`config.mk`:
```
export PLATFORM = sky130hd
export DESIGN_NAME = stream_align_delay
export DESIGN_NICKNAME = d
export VERILOG_FILES = /design/src/rtl/sad_pkg.sv /design/src/rtl/sad_strobe_sync.sv /design/src/rtl/sad_cfg_word.sv /design/src/rtl/sad_delay_line.sv /design/src/rtl/stream_align_delay.sv
export SDC_FILE = /design/constraint.sdc
export NUM_CORES = 1
export LEC_CHECK = 0
export ABC_AREA = 1
export CORE_ASPECT_RATIO = 1.75
export CORE_UTILIZATION = 40
export CTS_BUF_LIST = sky130_fd_sc_hd__clkbuf_4
export CTS_CLUSTER_SIZE = 8
export DETAILED_ROUTE_END_ITERATION = 8
export PLACE_DENSITY_LB_ADDON = 0.2
export SYNTH_ARGS = -nofsm -noshare
export SYNTH_HDL_FRONTEND = slang
export SYNTH_SLANG_ARGS = --single-unit
```
`constraint.sdc`:
```
create_clock -name clk -period 3.64 [get_ports clk]
set_clock_uncertainty 0.05 [all_clocks]
set_input_delay 1.092 -clock clk [delete_from_list [all_inputs] [get_ports clk]]
set_output_delay 1.092 -clock clk [all_outputs]
set_load 0.005 [all_outputs]
```
`src/rtl/sad_pkg.sv`:
```
package sad_pkg;
   localparam int unsigned SAD_PIX_W       = 12;
   localparam int unsigned SAD_ALPHA_W     = 12;
   localparam int unsigned SAD_FMT_W       = 1;
   localparam int unsigned SAD_RND_W       = 2;
   localparam int unsigned SAD_MAX_DELAY   = 7;
   localparam int unsigned SAD_FIELD_W     = 3;
   localparam int unsigned SAD_NUM_STREAMS = 5;
   localparam int unsigned SAD_WORD_W      = SAD_FIELD_W * SAD_NUM_STREAMS;

   // Field order inside the setting word; position is behaviour
   typedef enum int unsigned {
      ST_PIX_A = 0,
      ST_PIX_B = 1,
      ST_ALPHA = 2,
      ST_FMT   = 3,
      ST_RND   = 4
   } stream_e;
endpackage

```
`src/rtl/sad_strobe_sync.sv`:
```
module sad_strobe_sync #(
   parameter int unsigned SYNC_STAGES = 2
) (
   input  logic clk,
   input  logic rst_n,
   input  logic strobe_raw,
   input  logic bit_raw,
   output logic strobe_rise,
   output logic bit_sync
);
   if (SYNC_STAGES < 2) begin : g_bad_stages
      $error("sad_strobe_sync: SYNC_STAGES must be at least 2");
   end

   logic [SYNC_STAGES-1:0] strobe_q;
   logic [SYNC_STAGES-1:0] bit_q;
   logic                   strobe_last;

   always_ff @(posedge clk or negedge rst_n) begin
      if (!rst_n) begin
         strobe_q    <= '0;
         bit_q       <= '0;
         strobe_last <= 1'b0;
      end else begin
         strobe_q    <= {strobe_q[SYNC_STAGES-2:0], strobe_raw};
         bit_q       <= {bit_q[SYNC_STAGES-2:0], bit_raw};
         strobe_last <= strobe_q[SYNC_STAGES-1];
      end
   end

   assign strobe_rise = strobe_q[SYNC_STAGES-1] & ~strobe_last;
   assign bit_sync    = bit_q[SYNC_STAGES-1];

   AST_SINGLE_PULSE: assert property (@(posedge clk) disable iff (!rst_n)
      strobe_rise |=> !strobe_rise);
endmodule

```
`src/rtl/sad_cfg_word.sv`:
```
module sad_cfg_word #(
   parameter int unsigned WORD_W = sad_pkg::SAD_WORD_W
) (
   input  logic              clk,
   input  logic              rst_n,
   input  logic              bypass,
   input  logic              shift_en,
   input  logic              shift_bit,
   output logic [WORD_W-1:0] word
);
   if (WORD_W < 2) begin : g_bad_width
      $error("sad_cfg_word: WORD_W must be at least 2");
   end

   always_ff @(posedge clk or negedge rst_n) begin
      if (!rst_n)         word <= '0;
      else if (bypass)    word <= '0;
      else if (shift_en)  word <= {shift_bit, word[WORD_W-1:1]};
   end

   AST_BYPASS_CLEARS: assert property (@(posedge clk) disable iff (!rst_n)
      bypass |=> (word == '0));
   AST_SHIFT_TOP_BIT: assert property (@(posedge clk) disable iff (!rst_n)
      (shift_en && !bypass) |=> (word[WORD_W-1] == $past(shift_bit)));
   AST_SHIFT_DOWN: assert property (@(posedge clk) disable iff (!rst_n)
      (shift_en && !bypass) |=> (word[WORD_W-2:0] == $past(word[WORD_W-1:1])));
   AST_HOLD_IDLE: assert property (@(posedge clk) disable iff (!rst_n)
      (!shift_en && !bypass) |=> $stable(word));
endmodule

```
`src/rtl/sad_delay_line.sv`:
```
module sad_delay_line #(
   parameter int unsigned WIDTH     = 12,
   parameter int unsigned MAX_DELAY = 7,
   parameter int unsigned SEL_W     = 3
) (
   input  logic             clk,
   input  logic             rst_n,
   input  logic [WIDTH-1:0] din,
   input  logic [SEL_W-1:0] sel,
   output logic [WIDTH-1:0] dout
);
   if (WIDTH < 1) begin : g_bad_width
      $error("sad_delay_line: WIDTH must be at least 1");
   end
   if (MAX_DELAY > (2 ** SEL_W) - 1) begin : g_bad_sel
      $error("sad_delay_line: SEL_W too narrow for MAX_DELAY");
   end

   if (MAX_DELAY == 0) begin : g_passthru
      logic unused_inputs;
      assign unused_inputs = clk ^ rst_n ^ (^sel);
      assign dout = din;
   end else begin : g_chain
      logic [WIDTH-1:0] stage [MAX_DELAY];
      logic             primed;

      always_ff @(posedge clk or negedge rst_n) begin
         if (!rst_n) begin
            for (int i = 0; i < int'(MAX_DELAY); i++) stage[i] <= '0;
            primed <= 1'b0;
         end else begin
            stage[0] <= din;
            for (int i = 1; i < int'(MAX_DELAY); i++) stage[i] <= stage[i-1];
            primed <= 1'b1;
         end
      end

      always_comb begin
         dout = din;
         for (int k = 1; k <= int'(MAX_DELAY); k++) begin
            if (sel == SEL_W'(k)) dout = stage[k-1];
         end
      end

      AST_ONE_STAGE: assert property (@(posedge clk) disable iff (!rst_n)
         (primed && sel == SEL_W'(1)) |-> (dout == $past(din)));
      AST_STAGES_FLOW: assert property (@(posedge clk) disable iff (!rst_n)
         primed |-> (stage[0] == $past(din)));
   end
endmodule

```
`src/rtl/stream_align_delay.sv`:
```
module stream_align_delay
   import sad_pkg::*;
#(
   parameter int unsigned PIX_W       = SAD_PIX_W,
   parameter int unsigned ALPHA_W     = SAD_ALPHA_W,
   parameter int unsigned FMT_W       = SAD_FMT_W,
   parameter int unsigned RND_W       = SAD_RND_W,
   parameter int unsigned MAX_DELAY   = SAD_MAX_DELAY,
   parameter int unsigned FIELD_W     = SAD_FIELD_W,
   parameter int unsigned SYNC_STAGES = 2
) (
   input  logic               clk,
   input  logic               rst_n,
   input  logic               bypass,
   input  logic               cfg_bit,
   input  logic               cfg_strobe,
   input  logic [PIX_W-1:0]   pix_a_in,
   input  logic [PIX_W-1:0]   pix_b_in,
   input  logic [ALPHA_W-1:0] alpha_in,
   input  logic [FMT_W-1:0]   fmt_in,
   input  logic [RND_W-1:0]   rnd_in,
   output logic [PIX_W-1:0]   pix_a_out,
   output logic [PIX_W-1:0]   pix_b_out,
   output logic [ALPHA_W-1:0] alpha_out,
   output logic [FMT_W-1:0]   fmt_out,
   output logic [RND_W-1:0]   rnd_out
);
   localparam int unsigned NUM_ST = SAD_NUM_STREAMS;
   localparam int unsigned WORD_W = FIELD_W * NUM_ST;

   if (MAX_DELAY > (2 ** FIELD_W) - 1) begin : g_bad_field
      $error("stream_align_delay: FIELD_W cannot encode MAX_DELAY");
   end

   logic              load_rise;
   logic              load_bit;
   logic [WORD_W-1:0] cfg_word;
   logic [WORD_W-1:0] eff_word;
   logic [FIELD_W-1:0] tap_sel [NUM_ST];

   sad_strobe_sync #(.SYNC_STAGES(SYNC_STAGES)) sync_i (
      .clk(clk), .rst_n(rst_n),
      .strobe_raw(cfg_strobe), .bit_raw(cfg_bit),
      .strobe_rise(load_rise), .bit_sync(load_bit)
   );

   sad_cfg_word #(.WORD_W(WORD_W)) word_i (
      .clk(clk), .rst_n(rst_n), .bypass(bypass),
      .shift_en(load_rise), .shift_bit(load_bit), .word(cfg_word)
   );

   // Bypass takes effect in the same cycle; the register clears one edge later
   assign eff_word = bypass ? '0 : cfg_word;

   for (genvar s = 0; s < int'(NUM_ST); s++) begin : g_field
      assign tap_sel[s] = eff_word[s*FIELD_W +: FIELD_W];
   end

   sad_delay_line #(.WIDTH(PIX_W), .MAX_DELAY(MAX_DELAY), .SEL_W(FIELD_W)) dly_pix_a_i (
      .clk(clk), .rst_n(rst_n), .din(pix_a_in), .sel(tap_sel[ST_PIX_A]), .dout(pix_a_out));
   sad_delay_line #(.WIDTH(PIX_W), .MAX_DELAY(MAX_DELAY), .SEL_W(FIELD_W)) dly_pix_b_i (
      .clk(clk), .rst_n(rst_n), .din(pix_b_in), .sel(tap_sel[ST_PIX_B]), .dout(pix_b_out));
   sad_delay_line #(.WIDTH(ALPHA_W), .MAX_DELAY(MAX_DELAY), .SEL_W(FIELD_W)) dly_alpha_i (
      .clk(clk), .rst_n(rst_n), .din(alpha_in), .sel(tap_sel[ST_ALPHA]), .dout(alpha_out));
   sad_delay_line #(.WIDTH(FMT_W), .MAX_DELAY(MAX_DELAY), .SEL_W(FIELD_W)) dly_fmt_i (
      .clk(clk), .rst_n(rst_n), .din(fmt_in), .sel(tap_sel[ST_FMT]), .dout(fmt_out));
   sad_delay_line #(.WIDTH(RND_W), .MAX_DELAY(MAX_DELAY), .SEL_W(FIELD_W)) dly_rnd_i (
      .clk(clk), .rst_n(rst_n), .din(rnd_in), .sel(tap_sel[ST_RND]), .dout(rnd_out));

   AST_BYPASS_PASS: assert property (@(posedge clk) disable iff (!rst_n)
      bypass |-> (pix_a_out == pix_a_in && pix_b_out == pix_b_in &&
                  alpha_out == alpha_in && fmt_out == fmt_in && rnd_out == rnd_in));
   AST_BYPASS_STAYS_ZERO: assert property (@(posedge clk) disable iff (!rst_n)
      ($fell(bypass) && !load_rise) |=> (cfg_word == '0));
endmodule

```
=== Yosys cells after proc, flatten, opt, wreduce, memory -nomap -nowiden ===
Index checks and enable logic that the tools add are counted.
W data, S select, Z words.

* Bits in registers: 293
* Bits of input ports: 44
* Output and inout bits: 39

* Equality and inequality tests: 35
* Multiplexer cells: 38
* Bitwise logic cells: 2
* Reductions and logical operators: 1

{| class="wikitable"
|+ Operators with widths
! cell !! number
|-
| $mux W12 || 21
|-
| $eq A3 B3 Y1 const B || 20
|-
| $mux W15 || 3
|-
| $eq A3 B2 Y1 const B || 10
|-
| $eq A3 B1 Y1 const B || 5
|-
| $mux W2 || 7
|-
| $mux W1 || 7
|-
| $reduce_bool A2 Y1 || 1
|-
| $and A1 B1 Y1 || 1
|-
| $not A1 Y1 || 1
|}

=== Depth between registers and ports, before layout ===
Gate-level depths: netlist (run 1).

* Depth in word-level cells: 9
* Depth in mapped cells: 14

=== Hierarchy ===
A second synthesis (run 1) with hierarchy kept.

* Cells, all modules: 1251
* Area, all modules: 11439.7 µm²

{| class="wikitable"
|+ By module, submodules not included
! module !! times used !! cells each !! area an instance (µm²)
|-
| sad_delay_line at dly_alpha_i ... || 3 || 350 || 3216.8
|-
| sad_cfg_word || 1 || 66 || 613.1
|-
| sad_delay_line at dly_rnd_i || 1 || 64 || 609.3
|-
| sad_delay_line at dly_fmt_i || 1 || 33 || 307.8
|-
| sad_strobe_sync || 1 || 7 || 135.1
|-
| stream_align_delay || 1 || 31 || 123.9
|}

=== Worst setup path after synthesis (run 1) ===
OpenSTA, ideal clock, no wires.

* Path kind: input -> output
* From: input port bypass
* To: output port alpha_out[11]
* Arrival time: 2.146 ns
* Path slack: 0.352 ns
* Cell stages on the path: 12
* Path buffers: 2
* Cell sequence: buf_6 > nor2_4 > nand3_1 > buf_2 > o21ai_0 > inv_1 > nand2_1 > nand2_1 > o21ai_1 > nand2_1 > nand2_1 > nand2_1

* Word-level cells in the longest chain between the ends: 9
* Elaborated cells between the ends (all ways): 15
* Classes of those cells: 7 x eq/ne; 8 x mux

{| class="wikitable"
|+ RTL lines
! element !! RTL line !! source
|-
| from (decl) || stream_align_delay.sv:14 || <nowiki>input logic bypass,</nowiki>
|-
| $mux W15 * || stream_align_delay.sv:53 || <nowiki>assign eff_word = bypass ? '0 : cfg_word;</nowiki>
|-
| $eq A3 B1 Y1 || sad_delay_line.sv:41 || <nowiki>if (sel == SEL_W'(k)) dout = stage[k-1];</nowiki>
|-
| $mux W12 (6 in series) || sad_delay_line.sv:41 ||
|-
| $mux W12 * || sad_delay_line.sv:41 ||
|-
| to (decl) || stream_align_delay.sv:24 || <nowiki>output logic [ALPHA_W-1:0] alpha_out,</nowiki>
|}

Every way passes the cells marked *; elsewhere a longest branch is shown, timed or not.

=== Worst setup path in the final report (run 1) ===
* From: input port bypass
* To: output port alpha_out[6]

Same word-level chain as after synthesis.

==> run summary, run 1 <==
Design Power = 6500 uW
final instance area = 0.0151 mm^2
share of the synthesized area in the top cell type = 0.650
CTS tree = built
Initial DRC Count = 263
synth top area cells = dfrtp_1 (65%), nand2_1 (11%), nand3_1 (6.5%)
worst min path class = input port to asynchronous set/reset pin
leakage power = 0.00735 uW
core area = 0.0279 mm^2
Tmin final = 3670 ps
Synth Warn # = 0
gr ovfl total = 0
Final period util = 1.01
Post-synth EDFFs = 0
failing checks = negative setup slack
Avg Inst Size Synth = 9.48 um^2
Synth Flop Type = dfrtp_1
placer congestion estimate = 0.774
synthesized flop and latch total = 293
Final Max Slew Viols = 0
DP Area = 0.0131 mm^2
register area = 0.00734 mm^2
area of the multi-input gates = 0.00379 mm^2
hold slack = 246 ps
Global Route met1 Usage = 0.191
I/O Pins = 83
ys async rst share = 1.00
Fillers = 2528
CTS Buffer Depth = 3
largest net degree at the start of global routing = 74
initial antenna violation count = 2
WS Path Type = input port to output pin
Critical Path RT = 2500 ps
Crit Path Max Fanout = 5
H-Tree Level Count = 3
Cells after Synth = 1190
Worst VDD drop = 0.256 mV
Max Freq = 272 MHz
Least-Margin Pin Slew = 963 ps
Die W = 129 um
clk_lat worst skew = 730 ps
Critical Path Source = bypass
dpl ws = -816 ps
Antenna Violating Nets Remaining = 0
Top Usage Layer GRT = met2
clk sinks = 293
initial core utilization = 0.405
Routed WL per cell = 13.1 um
Hold Buf Count CTS = 0
layout cells sized above 1 = 0.296
vias per cell = 4.52
Total Nets Final = 1482
synth cell count leaders = nand2_1 (336), dfrtp_1 (293), nand3_1 (146), inv_1 (110), nor2_1 (101)
total global-route track usage = 0.181
post-DP HPWL = 15500 um
most frequent cell after synthesis = nand2_1
row cnt = 81
Die Area = 0.0289 mm^2
CP arrival = 2530 ps
Area Growth Syn to Fin = 33.9%
reg-to-reg critical path startpoint = sync_i.strobe_last$_DFF_PN0_
nature of the critical path endpoint = output pin
startpoint types = input port
CTS root buf = clkbuf_4
max_cap viols = 0
met3 usage = 0.0418
mapped cell area = 0.0113 mm^2
vias in the first global route = 8817
GR Layer Usage met2 = 0.332
status = finished with violations
die height = 224 um
Final Hold Fails = 0
Num CTS Buffers = 70
Pwr Density = 430 mW/mm^2
distinct cell type count after synthesis = 26
via count = 8431
wirelength, routed = 24400 um
syn_nets = 1234
# setup viols final = 3
sequential area share after synthesis = 0.650
DR pass1 iterations = 4
largest area contributor in the netlist = dfrtp_1
unrepaired setup endpoints after global routing = yes
worst setup margin = -32.7 ps
I/O Buffers = 82
first-pass GRT wire length = 41100 um
CTS clk-pin slew, worst paths = 60 ps
drt drc = 0
Relative slew margins = 0.351
-- power by group --
group	internal (uW)	total [uW]	switching, uW
logic	128	299	171
registers	3410	3490	72.6
clock network	1420	2710	1290
-- stage by stage --
step,util,std cells,setup TNS (ps)
after detailed placement,0.471,1676,-29400
after global routing,0.542,1866,-3020
final,0.542,1866,-57.8
after CTS,0.526,1852,-304
after floorplan,-,1190,0
after global placement,0.471,1676,-28300
-- critical path, cell delays in order --
cell     delay, ps
buf_12         110
buf_8          120
nor2_4         190
nand3_4        130
buf_6          160
buf_8          130
nor2_2          80
nor2_1          40
nand2_1         60
nand3_1         70
nand3_1         70
nand2_1         60
nand2_1         50
nand2_1         40
buf_2          120
-- cell families (layout without fill, tap and decap cells) --
family,after synthesis,in the layout,share of synthesized area
AND/OR/NAND/NOR,643,643,0.249
flip-flops,293,293,0.650
buffers and inverters,163,464,0.0588
AO/OA/AOI/OAI,91,91,0.0421
other,0,2,0
-- state kept, by name (all words and copies together), names as in the netlist --
name / flops
dly_pix_a_i.g_chain.stage: 84
sync_i.strobe_last: 1
word_i.word: 15
dly_alpha_i.g_chain.stage: 84
sync_i.strobe_q: 2
sync_i.bit_q: 2
dly_pix_b_i.g_chain.stage: 84
dly_rnd_i.g_chain.stage: 14
dly_fmt_i.g_chain.stage: 7
-- area by class of cell --
cell class              count  area share
diodes                      2    0.000331
clock buffers             101      0.0502
clock inverters            24      0.0100
inverters                 123      0.0325
multi-input cells         734       0.251
flip-flops and latches    293       0.486
well taps                 373      0.0309
repair buffers            215       0.139
repair inverters            1    0.000497
-- cells in the final DEF (no fill, tap or decap), drive strengths merged, types with 2 or more instances in the layout --
cell           synthesis  final
clkinvlp               0      3
o21ai                 47     47
o211ai                 8      8
nand3                147    147
inv                  121    123
clkdlybuf4s50          0     41
or2                   33     33
a21oi                 36     36
nor3                   2      2
dfrtp                293    293
nor2                 108    108
clkbuf                13    108
bufinv                 0      2
diode                  0      2
clkinv                 2     20
nand2                336    336
buf                   27    166
nand3b                15     15
-- routing by layer --
metal	vias up	routed length, um
met5	-	0
met4	0	548
met3	38	887
met2	134	13700
met1	3951	9220
li1	4308	-
-- repair_timing --
item / CTS / global route
gates cloned: 4 / 2
gates resized for setup: 255 / 112
hold endpoints to repair: 0 / 0
endpoints found under the setup margin: 39 / 39
setup buffers: 47 / 11
pin swaps: 43 / 66
-- final timing paths --
check / to / slack [ps] / cells after the start
worst min register to register: sync_i.bit_q[1]$_DFF_PN0_ / 300 / 0
worst max register to register: word_i.word[13]$_DFFE_PN0P_ / 2120 / 2
worst max-delay path: alpha_out[6] / -30 / 15
worst min-delay path: dly_alpha_i.g_chain.stage[6]$_DFF_PN0_ / 250 / 1
min in group clk: sync_i.bit_q[1]$_DFF_PN0_ / 300 / 0
max in group asynchronous: dly_pix_a_i.g_chain.stage[25]$_DFF_PN0_ / 2430 / 2
No activity file was read; power rests on OpenSTA's default activity.
==> run 2, diff against run 1 <==
RECOVER_POWER = 100   (was default)
==> run summary, run 2 (synthesis results as in run 1) <==
Pwr Density = 430 mW/mm^2
worst setup margin = -34.3 ps
I/O Pins = 83
met3 usage = 0.0418
WS Path Type = input port to output pin
Num CTS Buffers = 70
worst min path class = flop to flop
placer congestion estimate = 0.774
leakage power = 0.00732 uW
biggest regs = dly_alpha_i.g_chain.stage x84, dly_pix_a_i.g_chain.stage x84, dly_pix_b_i.g_chain.stage x84
GR Layer Usage met2 = 0.332
# setup viols final = 4
CTS tree = built
Final Hold Fails = 0
die height = 224 um
Die Area = 0.0289 mm^2
Antenna Violating Nets Remaining = 0
most common cell after layout, fill and taps aside = nand2_1
CTS root buf = clkbuf_4
Area Growth Syn to Fin = 33.3%
Crit Path Max Fanout = 5
flop2flop setup slack = 1940 ps
via count = 8404
Critical Path RT = 2500 ps
post-DP HPWL = 15500 um
drt drc = 0
clk_lat worst skew = 730 ps
R2R cell count = 3
max_cap viols = 1
I/O Buffers = 82
vias in the first global route = 8817
wirelength, routed = 24300 um
DR pass1 iterations = 6
Tmin final = 3670 ps
CP arrival = 2530 ps
row cnt = 81
initial core utilization = 0.405
nature of the critical path endpoint = output pin
Max Freq = 272 MHz
Relative slew margins = -0.202
largest net degree at the start of global routing = 74
Worst VDD drop = 0.257 mV
Die W = 129 um
first-pass GRT wire length = 41100 um
Final period util = 1.01
Critical Path Sink = alpha_out[6]
reg-to-reg critical path startpoint = sync_i.strobe_last$_DFF_PN0_
total global-route track usage = 0.181
H-Tree Level Count = 3
Total Nets Final = 1482
Final Core Density = 0.540
core area = 0.0279 mm^2
status = finished with violations
clk sinks = 293
vias per cell = 4.50
Global Route met1 Usage = 0.191
layout cells sized above 1 = 0.292
Critical Path Source = bypass
gr ovfl total = 0
Least-Margin Pin Slew = 1800 ps
Initial DRC Count = 244
Routed WL per cell = 13.0 um
Design Power = 6480 uW
unrepaired setup endpoints after global routing = yes
Top Usage Layer GRT = met2
CTS Buffer Depth = 3
initial antenna violation count = 4
Final Max Slew Viols = 72
startpoint types = input port
Hold Buf Count CTS = 0
CTS clk-pin slew, worst paths = 60 ps
RR Endpoint = word_i.word[2]$_DFFE_PN0P_
failing checks = max-capacitance violations, max-slew violations, negative setup slack
most frequent cells in the layout = nand2_1 (308), dfrtp_1 (288), nand3_1 (109)
## run 2: where the power goes
part           leakage (uW)  switching, uW  internal [uW]
registers           0.00344           72.5           3410
clock network      0.000532           1280           1420
logic               0.00335            170            112
total               0.00732           1530           4950
## run 2: final cells by class
type,instances,area (um^2)
inverters,123,490
flip-flops and latches,293,7340
clock buffers,101,758
repair buffers,215,2040
fillers,2536,12800
multi-input cells,734,3790
diodes,2,5.00
clock inverters,24,151
repair inverters,1,7.51
well taps,373,467
## run 2: worst min-delay path by stage
stage	startpoint	endpoint	slack, ps	depth (start not counted)
floorplan	sync_i.bit_q[0]$_DFF_PN0_	sync_i.bit_q[1]$_DFF_PN0_	280	0
global placement	sync_i.bit_q[0]$_DFF_PN0_	sync_i.bit_q[1]$_DFF_PN0_	290	0
detailed placement	sync_i.bit_q[0]$_DFF_PN0_	sync_i.bit_q[1]$_DFF_PN0_	290	0
CTS	rst_n	dly_alpha_i.g_chain.stage[27]$_DFF_PN0_	210	1
global route	sync_i.bit_q[0]$_DFF_PN0_	sync_i.bit_q[1]$_DFF_PN0_	310	0
finish	sync_i.bit_q[0]$_DFF_PN0_	sync_i.bit_q[1]$_DFF_PN0_	300	0
## run 2: per-stage QoR
stage / cell area [um^2] / setup TNS (ps) / hold WS [ps] / setup slack, ps / instances
2_1_floorplan: 11300 / 0 / 281 / 352 / 1190
3_3_place_gp: 13100 / -28300 / 286 / -769 / 1676
3_5_place_dp: 13100 / -29400 / 287 / -816 / 1676
4_1_cts: 14700 / -304 / 207 / -63.0 / 1852
5_1_grt: 15000 / -3060 / 305 / -195 / 1866
6_report: 15000 / -58.4 / 301 / -34.3 / 1866
## run 2: worst max-delay path, cell delays in order
cell     delay [ps]
buf_12          110
buf_8           120
nor2_4          190
nand3_4         130
buf_6           160
buf_8           130
nor2_2           80
nor2_1           40
nand2_1          60
nand3_1          70
nand3_1          70
nand2_1          60
nand2_1          50
nand2_1          40
buf_2           120
## run 2: metal layers
metal,part of all wire,vias to the layer above
met4,0.023,4
met3,0.034,41
met5,0.0011,-
met1,0.38,3927
met2,0.56,123
li1,-,4309
## run 2: what timing repair did
item / CTS / global route
setup buffers: 47 / 11
pin swaps: 43 / 66
resized for setup: 255 / 112
setup endpoints to repair: 39 / 39
gates cloned: 4 / 2
==> run 3, diff against run 2 <==
ABC_CLOCK_PERIOD_IN_PS = 3640   (was default)
==> results of run 3 <==
Same layout as run 2: the final DEF is identical, and so are final timing and power.
